**src/rtl/gx_pkg.sv**
```systemverilog
package gx_pkg;
    localparam logic [7:0] A_PU   = 8'h07;
    localparam logic [7:0] A_PD   = 8'h09;
    localparam logic [7:0] A_OD   = 8'h0B;
    localparam logic [7:0] A_POL  = 8'h0D;
    localparam logic [7:0] A_DIR  = 8'h0F;
    localparam logic [7:0] A_DAT  = 8'h11;
    localparam logic [7:0] A_MSK  = 8'h13;
    localparam logic [7:0] A_SNS  = 8'h17;
    localparam logic [7:0] A_CLK  = 8'h1E;
    localparam logic [7:0] A_MISC = 8'h1F;
    localparam logic [7:0] A_RST  = 8'h7D;
    localparam logic [7:0] KEY_1  = 8'h12;
    localparam logic [7:0] KEY_2  = 8'h34;
endpackage

```
**src/rtl/gx_sync.sv**
```systemverilog
module gx_sync #(
    parameter int W      = 16,
    parameter int STAGES = 2
) (
    input  logic         clk,
    input  logic         rst_n,
    input  logic [W-1:0] din,
    output logic [W-1:0] dout
);
    logic [W-1:0] chain_q [STAGES];

    always_ff @(posedge clk or negedge rst_n) begin
        if (!rst_n) begin
            for (int s = 0; s < STAGES; s++) chain_q[s] <= '0;
        end else begin
            chain_q[0] <= din;
            for (int s = 1; s < STAGES; s++) chain_q[s] <= chain_q[s-1];
        end
    end

    assign dout = chain_q[STAGES-1];
endmodule

```
**src/rtl/gx_regfile.sv**
```systemverilog
module gx_regfile
    import gx_pkg::*;
#(
    parameter int NL = 16
) (
    input  logic          clk,
    input  logic          rst_n,
    input  logic          wr_en,
    input  logic [7:0]    addr,
    input  logic [7:0]    wr_data,
    input  logic [NL-1:0] pin_sync,
    output logic [7:0]    rd_data,
    output logic [NL-1:0] pu,
    output logic [NL-1:0] pd,
    output logic [NL-1:0] od,
    output logic [NL-1:0] pol,
    output logic [NL-1:0] dir,
    output logic [NL-1:0] dat,
    output logic [7:0]    clk_cfg
);
    localparam int NB  = NL / 8;
    localparam int NSB = 2 * NL / 8;

    typedef struct packed {
        logic [NL-1:0]   pu;
        logic [NL-1:0]   pd;
        logic [NL-1:0]   od;
        logic [NL-1:0]   pol;
        logic [NL-1:0]   dir;
        logic [NL-1:0]   dat;
        logic [NL-1:0]   msk;
        logic [2*NL-1:0] sns;
        logic [7:0]      clk;
        logic [7:0]      misc;
        logic            armed;
    } state_t;

    localparam state_t RST_VAL = '{pu: '0, pd: '0, od: '0, pol: '0, dir: '1,
                                   dat: '0, msk: '1, sns: '0, clk: '0,
                                   misc: '0, armed: 1'b0};

    state_t st_d, st_q;
    logic [NL-1:0] pin_lvl;

    // byte b of a setting lives at base - b
    function automatic logic [NL-1:0] put1(input logic [NL-1:0] cur,
            input logic [7:0] base, input logic [7:0] a, input logic [7:0] d);
        logic [NL-1:0] r;
        r = cur;
        for (int b = 0; b < NB; b++)
            if (a == base - 8'(b)) r[8*b +: 8] = d;
        return r;
    endfunction

    function automatic logic [2*NL-1:0] put2(input logic [2*NL-1:0] cur,
            input logic [7:0] base, input logic [7:0] a, input logic [7:0] d);
        logic [2*NL-1:0] r;
        r = cur;
        for (int b = 0; b < NSB; b++)
            if (a == base - 8'(b)) r[8*b +: 8] = d;
        return r;
    endfunction

    function automatic logic [7:0] pick1(input logic [NL-1:0] v,
            input logic [7:0] base, input logic [7:0] a);
        logic [7:0] r;
        r = '0;
        for (int b = 0; b < NB; b++)
            if (a == base - 8'(b)) r = v[8*b +: 8];
        return r;
    endfunction

    function automatic logic [7:0] pick2(input logic [2*NL-1:0] v,
            input logic [7:0] base, input logic [7:0] a);
        logic [7:0] r;
        r = '0;
        for (int b = 0; b < NSB; b++)
            if (a == base - 8'(b)) r = v[8*b +: 8];
        return r;
    endfunction

    always_comb begin
        st_d = st_q;
        if (wr_en) begin
            st_d.armed = 1'b0;
            if (addr == A_RST) begin
                if (st_q.armed && wr_data == KEY_2) st_d = RST_VAL;
                else st_d.armed = (wr_data == KEY_1);
            end else begin
                st_d.pu  = put1(st_q.pu,  A_PU,  addr, wr_data);
                st_d.pd  = put1(st_q.pd,  A_PD,  addr, wr_data);
                st_d.od  = put1(st_q.od,  A_OD,  addr, wr_data);
                st_d.pol = put1(st_q.pol, A_POL, addr, wr_data);
                st_d.dir = put1(st_q.dir, A_DIR, addr, wr_data);
                st_d.dat = put1(st_q.dat, A_DAT, addr, wr_data);
                st_d.msk = put1(st_q.msk, A_MSK, addr, wr_data);
                st_d.sns = put2(st_q.sns, A_SNS, addr, wr_data);
                if (addr == A_CLK)  st_d.clk  = wr_data;
                if (addr == A_MISC) st_d.misc = wr_data;
            end
        end
    end

    always_ff @(posedge clk or negedge rst_n) begin
        if (!rst_n) st_q <= RST_VAL;
        else        st_q <= st_d;
    end

    assign pin_lvl = pin_sync ^ st_q.pol;

    always_comb begin
        rd_data = pick1(st_q.pu,  A_PU,  addr)
                | pick1(st_q.pd,  A_PD,  addr)
                | pick1(st_q.od,  A_OD,  addr)
                | pick1(st_q.pol, A_POL, addr)
                | pick1(st_q.dir, A_DIR, addr)
                | pick1(pin_lvl,  A_DAT, addr)
                | pick1(st_q.msk, A_MSK, addr)
                | pick2(st_q.sns, A_SNS, addr)
                | ((addr == A_CLK)  ? st_q.clk  : 8'h00)
                | ((addr == A_MISC) ? st_q.misc : 8'h00);
    end

    assign pu      = st_q.pu;
    assign pd      = st_q.pd;
    assign od      = st_q.od;
    assign pol     = st_q.pol;
    assign dir     = st_q.dir;
    assign dat     = st_q.dat;
    assign clk_cfg = st_q.clk;
endmodule

```
**src/rtl/gx_pad_drive.sv**
```systemverilog
module gx_pad_drive #(
    parameter int NL = 16
) (
    input  logic [NL-1:0] od,
    input  logic [NL-1:0] pol,
    input  logic [NL-1:0] dir,
    input  logic [NL-1:0] dat,
    input  logic [7:0]    clk_cfg,
    output logic [NL-1:0] pad_out,
    output logic [NL-1:0] pad_oe,
    output logic          osc_out,
    output logic          osc_oe
);
    for (genvar k = 0; k < NL; k++) begin : g_line
        logic lvl;
        assign lvl        = dat[k] ^ pol[k];
        assign pad_out[k] = lvl & ~od[k];
        assign pad_oe[k]  = ~dir[k] & ~(od[k] & lvl);
    end

    assign osc_oe  = clk_cfg[4];
    assign osc_out = clk_cfg[4] & (&clk_cfg[3:0]);
endmodule

```
**src/rtl/gx_regbank.sv**
```systemverilog
module gx_regbank #(
    parameter int NL          = 16,
    parameter int SYNC_STAGES = 2
) (
    input  logic          clk,
    input  logic          rst_n,
    input  logic          wr_en,
    input  logic [7:0]    addr,
    input  logic [7:0]    wr_data,
    output logic [7:0]    rd_data,
    input  logic [NL-1:0] pad_in,
    output logic [NL-1:0] pad_out,
    output logic [NL-1:0] pad_oe,
    output logic [NL-1:0] pad_pu,
    output logic [NL-1:0] pad_pd,
    output logic          osc_out,
    output logic          osc_oe
);
    logic [NL-1:0] pin_sync, od, pol, dir, dat;
    logic [7:0]    clk_cfg;

    gx_sync #(.W(NL), .STAGES(SYNC_STAGES)) sync_i (
        .clk(clk), .rst_n(rst_n), .din(pad_in), .dout(pin_sync)
    );

    gx_regfile #(.NL(NL)) regs_i (
        .clk(clk), .rst_n(rst_n), .wr_en(wr_en), .addr(addr),
        .wr_data(wr_data), .pin_sync(pin_sync), .rd_data(rd_data),
        .pu(pad_pu), .pd(pad_pd), .od(od), .pol(pol), .dir(dir),
        .dat(dat), .clk_cfg(clk_cfg)
    );

    gx_pad_drive #(.NL(NL)) drv_i (
        .od(od), .pol(pol), .dir(dir), .dat(dat), .clk_cfg(clk_cfg),
        .pad_out(pad_out), .pad_oe(pad_oe), .osc_out(osc_out), .osc_oe(osc_oe)
    );
endmodule

```
**config.mk**
```make
export PLATFORM = sky130hd
export DESIGN_NAME = gx_regbank
export DESIGN_NICKNAME = d
export VERILOG_FILES = /design/src/rtl/gx_pkg.sv /design/src/rtl/gx_sync.sv /design/src/rtl/gx_regfile.sv /design/src/rtl/gx_pad_drive.sv /design/src/rtl/gx_regbank.sv
export SDC_FILE = /design/constraint.sdc
export NUM_CORES = 1
export LEC_CHECK = 0
export ABC_AREA = 0
export BUFFER_PORTS_ARGS = -buffer_cell sky130_fd_sc_hd__buf_4
export CAP_MARGIN = 10
export CORE_MARGIN = 2
export CORE_UTILIZATION = 60
export CTS_BUF_LIST = sky130_fd_sc_hd__clkbuf_8
export CTS_CLUSTER_SIZE = 30
export DETAILED_ROUTE_END_ITERATION = 8
export PLACE_DENSITY = 0.83
export SKIP_CTS_REPAIR_TIMING = 1
export SYNTH_ARGS = -nofsm -noshare
export SYNTH_HDL_FRONTEND = slang
export SYNTH_SLANG_ARGS = --single-unit
```
**constraint.sdc**
```tcl
create_clock -name clk -period 2.7 [get_ports clk]
set_input_delay 0.54 -clock clk [delete_from_list [all_inputs] [get_ports clk]]
set_output_delay 0.54 -clock clk [all_outputs]
set_load 0.01 [all_outputs]
```
==> out/summary.txt, run 1 <==
post-synthesis sequential area ratio - 0.499
RSZ-0062 raised after global routing - yes
post-DP HPWL - 19,800 µm
share of cells above drive strength 1 - 0.504
VDD IR max - 0.538 mV
max cap viols - 0
Critical Path RT - 2160 ps
Vias - 7,345
slew margin rel. - 0.499
Core Util, Final - 0.740
Top cell by count, worst path - buf_4
IO Pins - 109
die area - 17,300 µm²
mean routed wirelength per cell - 23.4 µm
CP Launch Type - primary input
Crit Path Max Fanout - 8
HP Class - primary input to async pin
Layout Skew - 11.8 ps
largest area contributor in the netlist - dfrtp_1
Post-synth EDFFs - 0
reg2reg setup slack - 870 ps
antenna violations before repair - 0
die width - 132 µm
vias in the first global route - 7,227
first-pass GRT wire length - 42,100 µm
initial drt markers - 594
vias per cell - 6.20
IO buf count - 108
Critical Path Source - addr[7]
outcome - complete, but fails checks
H-tree depth - 4
Max Fclk - 0.361 GHz
largest net degree at the start of global routing - 61
Synth Cell Area - 9760 µm²
fill count - 1,091
final hold viol count - 0
Synth area leaders - dfrtp_1, mux2_2, dfstp_2
drt drc - 0
Overall Global Routing Usage - 0.322
Syn. warnings - 0
Pleak - 5.47 nW
RR Startpoint - regs_i.st_q[0]$_DFFE_PN0P_
Worst-Margin Slew - 751 ps
Final WS setup - -66.4 ps
post-route antenna net violation count - 0
pre-CTS setup slack - -129 ps
WP data arrival - 2230 ps
top cell type's share of synthesized area - 0.413
Die H - 132 µm
CTS Buf Count - 17
fin crit share - 1.02
# diodes - 0
clock root buffer - clkbuf_8
Syn-to-layout area delta - 20.4%
final setup fails - 5
CTS Sinks - 193
Core Footprint - 15,900 µm²
clk_lat worst skew - 490 ps
cells along the critical path - buf_8 -> buf_4 -> buf_4 -> nor4_2 -> nand2_1 -> buf_4 -> o22a_1 -> o22ai_1 -> nand4b_1 -> buf_4
clk buf depth - 2
final wirelength - 27,700 µm
Cell Pwr Density - 543 nW/µm²
Final GP Congestion - 0.994
starting density of the core - 0.614
Crit Path Class - primary input to output pin
FF-to-FF End - regs_i.od[11]$_DFFE_PN0P_
Pwr Total - 6.38 mW
Avg Inst Size Synth - 11.9 µm²
Tmin final - 2770 ps
Cell Area, Placed - 11,000 µm²
gr ovfl total - 0
first-pass iteration count of the detailed router - 5
R2R cell count - 6
final max-slew violation count - 0
final instance area - 11,800 µm²
Final nets - 991
clk slew on worst S/H paths - 100 ps
Yosys reg bits - 193
max incr delay on CP - 340 ps
Setup crit end - rd_data[5]
CTS tree - done
syn_nets - 852
most used flip-flop cell after synthesis - dfrtp_1
Synth Instances - 817
setup TNS - -171 ps
violated checks - setup timing
number of core rows - 46
Synth cell types - 70
FFs w/ async S/R, synth - 1.00
Critical-path top delay cell - nor4_2
CP endpoint kind - output pin
-- metrics by stage --
step | std cells | hold slack (ps)
floorplan | 817 | 244
global placement | 1138 | 332
detailed placement | 1138 | 336
CTS | 1170 | 20.9
global route | 1185 | 43.7
finish | 1185 | 26.5
-- worst max-delay path, delay by kind of cell --
kind,cells,cell delay (ps)
buffers and inverters,5,700
and+or+nand+nor,3,640
AOI/OAI and AO/OA,2,340
-- area by class of cell --
cell class                      count  area, µm²  share of cell area
Inverter                            3       11.3            0.000958
Tap cell                          216        270              0.0230
Timing Repair Buffer              205       1670               0.142
Sequential cell                   193       4880               0.415
Clock inverter                     15        145              0.0124
Clock buffer                       17        234              0.0199
Multi-Input combinational cell    536       4550               0.387
-- cell usage after synthesis, types with 4 or more instances --
library cell,n
dfstp_2,32
dfrtp_1,161
o21ai_2,7
nand3_1,14
nor2_1,63
a22o_1,5
nand2b_1,9
o21ai_4,8
a221oi_1,4
o22ai_1,7
buf_4,35
and2_1,8
mux2i_1,16
nor3_1,4
xor2_1,8
buf_1,15
nand4_1,5
xnor2_1,24
clkbuf_1,21
o21ai_0,29
a32oi_1,6
nor2b_1,23
mux2_4,16
a22oi_1,16
mux4_2,4
mux2_2,135
a21oi_1,10
nand2_1,44
buf_2,11
nand4b_1,7
-- flip-flops by register name (all words and copies together) (netlist names) --
register and cells:
regs_i.pd 16, regs_i.pol 16, regs_i.clk_cfg 8, regs_i.st_q 57, regs_i.pu 16, regs_i.dir 16
sync_i.chain_q 16, sync_i.dout 16, regs_i.dat 16, regs_i.od 16
-- where the power goes --
group / switching [mW] / total [mW] / internal [mW]
combinational: 0.543 / 1.12 / 0.581
clock: 1.11 / 1.87 / 0.761
sequential: 0.214 / 3.38 / 3.16
total: 1.87 / 6.38 / 4.51
-- cells by family after synthesis --
kind of cell,Yosys count,share of synthesized area
buffers and inverters,88,0.0519
AND/OR/NAND/NOR,204,0.111
XOR/XNOR,32,0.0287
multiplexers,174,0.210
AO/OA/AOI/OAI,126,0.0994
flip-flops,193,0.499
-- placed cells by master (no fill, tap or decap), types with 6 or more instances in the layout --
cell type / count
o22ai_1: 7
clkbuf_8: 18
a21oi_1: 8
nor2b_1: 22
mux2_4: 16
dfrtp_1: 155
xnor2_1: 22
and2_1: 8
nand4b_1: 7
buf_4: 187
nor2_1: 60
nand2b_1: 9
o21ai_0: 27
buf_12: 6
mux2_2: 135
dfstp_2: 32
o21ai_2: 7
nand2_1: 42
a22oi_1: 12
xor2_1: 8
o21ai_4: 8
mux2i_1: 15
nand3_1: 13
buf_6: 10
dfrtp_2: 6
-- layer usage --
layer / share of wire / routed length, µm / global-route usage / up-vias
met5: 0 / 0 / 0 / -
met4: 0.031 / 854 / 0.133 / 0
met3: 0.087 / 2410 / 0.0806 / 58
met2: 0.47 / 13100 / 0.490 / 381
met1: 0.41 / 11400 / 0.443 / 3723
li1: - / - / - / 3183
-- how the worst min path moves through the flow --
stage	startpoint	to	slack (ps)	cells after the start
final	rst_n	sync_i.chain_q[29]$_DFF_PN0_	30	1
after global routing	rst_n	regs_i.pd[15]$_DFFE_PN0P_	40	1
after CTS	rst_n	sync_i.dout[7]$_DFF_PN0_	20	1
after detailed placement	sync_i.chain_q[16]$_DFF_PN0_	sync_i.dout[0]$_DFF_PN0_	340	0
after global placement	sync_i.chain_q[21]$_DFF_PN0_	sync_i.dout[5]$_DFF_PN0_	330	0
after floorplan	rst_n	regs_i.clk_cfg[0]$_DFFE_PN0P_	240	0
Note: power is estimated with default switching activity, not from simulation.
==> run 2: changes to the inputs <==
--- a/config.mk
+++ b/config.mk
@@ -14,6 +14,8 @@
 export CTS_CLUSTER_SIZE = 30
 export DETAILED_ROUTE_END_ITERATION = 8
 export PLACE_DENSITY = 0.83
+export RECOVER_POWER = 100
+export SETUP_SLACK_MARGIN = 0.15
 export SKIP_CTS_REPAIR_TIMING = 1
 export SYNTH_ARGS = -nofsm -noshare
 export SYNTH_HDL_FRONTEND = slang
==> out/summary.txt, run 2 (synthesis results as in run 1) <==
Final GP Congestion - 0.919 (was 0.994)
gr ovfl total - 0 (unchanged)
# diodes - 0 (unchanged)
Crit Path Max Fanout - 5 (was 8)
max incr delay on CP - 580 ps (was 340 ps)
Pleak - 5.30 nW (was 5.47 nW)
CP endpoint kind - output pin (unchanged)
number of core rows - 46 (unchanged)
CTS tree - done (unchanged)
Core Footprint - 15,900 µm² (unchanged)
Die H - 132 µm (unchanged)
share of cells above drive strength 1 - 0.457 (was 0.504)
slew margin rel. - -0.232 (was 0.499)
Core Util, Final - 0.733 (was 0.740)
post-route antenna net violation count - 0 (unchanged)
setup TNS - -220 ps (was -171 ps)
IO buf count - 108 (unchanged)
die area - 17,300 µm² (unchanged)
CTS Buf Count - 17 (unchanged)
commonest cells after routing, fill and taps aside - dfrtp_1, mux2_2, buf_4 (was buf_4, dfrtp_1, mux2_2)
CTS Sinks - 193 (unchanged)
die width - 132 µm (unchanged)
first-pass iteration count of the detailed router - 5 (unchanged)
Vias - 7,360 (was 7,345)
post-DP HPWL - 20,800 µm (was 19,800 µm)
starting density of the core - 0.614 (unchanged)
Layout Skew - 10.6 ps (was 11.8 ps)
Critical-path top delay cell - or4b_4 (was nor4_2)
drt drc - 0 (unchanged)
VDD IR max - 0.374 mV (was 0.538 mV)
Syn-to-layout area delta - 19.3% (was 20.4%)
antenna violations before repair - 0 (unchanged)
Final nets - 993 (was 991)
final max-slew violation count - 71 (was 0)
Biggest register - regs_i.st_q (unchanged)
clk_lat worst skew - 500 ps (was 490 ps)
violated checks - capacitance limit, slew limit, setup timing (was setup timing)
Critical Path RT - 2160 ps (about the same)
Cell Pwr Density - 542 nW/µm² (was 543 nW/µm²)
max cap viols - 1 (was 0)
Crit Path Class - primary input to output pin (unchanged)
Tmin final - 2790 ps (was 2770 ps)
clk slew on worst S/H paths - 110 ps (was 100 ps)
clk buf depth - 2 (unchanged)
Overall Global Routing Usage - 0.341 (was 0.322)
HP Class - primary input to register (was primary input to async pin)
initial drt markers - 756 (was 594)
most common cell after layout, fill and taps aside - dfrtp_1 (was buf_4)
Cell Area, Placed - 11,100 µm² (was 11,000 µm²)
H-tree depth - 4 (unchanged)
fin crit share - 1.03 (was 1.02)
final instance area - 11,600 µm² (was 11,800 µm²)
cells along the critical path - buf_6 -> or4b_4 -> nor3_4 -> buf_12 -> a22oi_2 -> a211o_1 -> nand4_1 -> buf_4 (was buf_8 -> buf_4 -> buf_4 -> nor4_2 -> nand2_1 -> buf_4 -> o22a_1 -> o22ai_1 -> nand4b_1 -> buf_4)
Final WS setup - -93.6 ps (was -66.4 ps)
Max Fclk - 0.358 GHz (was 0.361 GHz)
final hold viol count - 0 (unchanged)
final setup fails - 6 (was 5)
Worst-Margin Slew - 1850 ps (was 751 ps)
Pwr Total - 6.31 mW (was 6.38 mW)
WHS - 160 ps (was 26.5 ps)
vias per cell - 6.20 (about the same)
CP Launch Type - primary input (unchanged)
RSZ-0062 raised after global routing - yes (unchanged)
first-pass GRT wire length - 44,300 µm (was 42,100 µm)
WP data arrival - 2250 ps (was 2230 ps)
IO Pins - 109 (unchanged)
clock root buffer - clkbuf_8 (unchanged)
max FFs per register - 57 (unchanged)
largest net degree at the start of global routing - 71 (was 61)
mean routed wirelength per cell - 24.4 µm (was 23.4 µm)
vias in the first global route - 7,515 (was 7,227)
outcome - complete, but fails checks (unchanged)
final wirelength - 29,000 µm (was 27,700 µm)
==> run 2: report_power, final <==
part | total, mW | switching (mW) | internal (mW)
combinational | 1.08 | 0.558 | 0.524
clock | 1.84 | 1.16 | 0.684
sequential | 3.38 | 0.217 | 3.16
total | 6.31 | 1.93 | 4.37
==> run 2: path summary, 6_finish.rpt <==
path / slack, ps / from / cells past startpoint / to
worst max-delay path: -90 / addr[6] / 8 / rd_data[0]
worst min-delay path: 160 / pad_in[6] / 1 / sync_i.chain_q[22]$_DFF_PN0_
worst max register to register: 830 / regs_i.st_q[0]$_DFFE_PN0P_ / 6 / regs_i.od[13]$_DFFE_PN0P_
worst min register to register: 360 / sync_i.chain_q[18]$_DFF_PN0_ / 0 / sync_i.dout[2]$_DFF_PN0_
max in group asynchronous: 440 / rst_n / 2 / regs_i.pol[6]$_DFFE_PN0P_
min in group asynchronous: 530 / rst_n / 1 / regs_i.pol[7]$_DFFE_PN0P_
==> run 2: final cells by class <==
class                   instances  area (µm²)
clock inverters                15         148
inverters                       3        11.3
fillers                      1131        4250
clock buffers                  17         234
multi-input cells             536        4610
flip-flops and latches        193        4870
well taps                     216         270
repair buffers                207        1490
==> run 2: critical path: cells and delay by family <==
family	cells	cell delay, ps
AOI/OAI and AO/OA	2	350
and+or+nand+nor	3	970
buffers and inverters	3	390
==> run 2: per-stage QoR <==
stage          instances  setup slack, ps
2_1_floorplan        817              135
3_3_place_gp        1146             -133
3_5_place_dp        1146             -159
4_1_cts             1178             -171
5_1_grt             1187             -111
6_report            1187            -93.6
==> run 2: metal layers <==
layer,GRT usage,up-vias,share of wire
met3,0.0617,85,0.071
met2,0.559,381,0.48
li1,-,3181,-
met4,0.132,0,0.040
met5,0,-,0
met1,0.452,3713,0.40
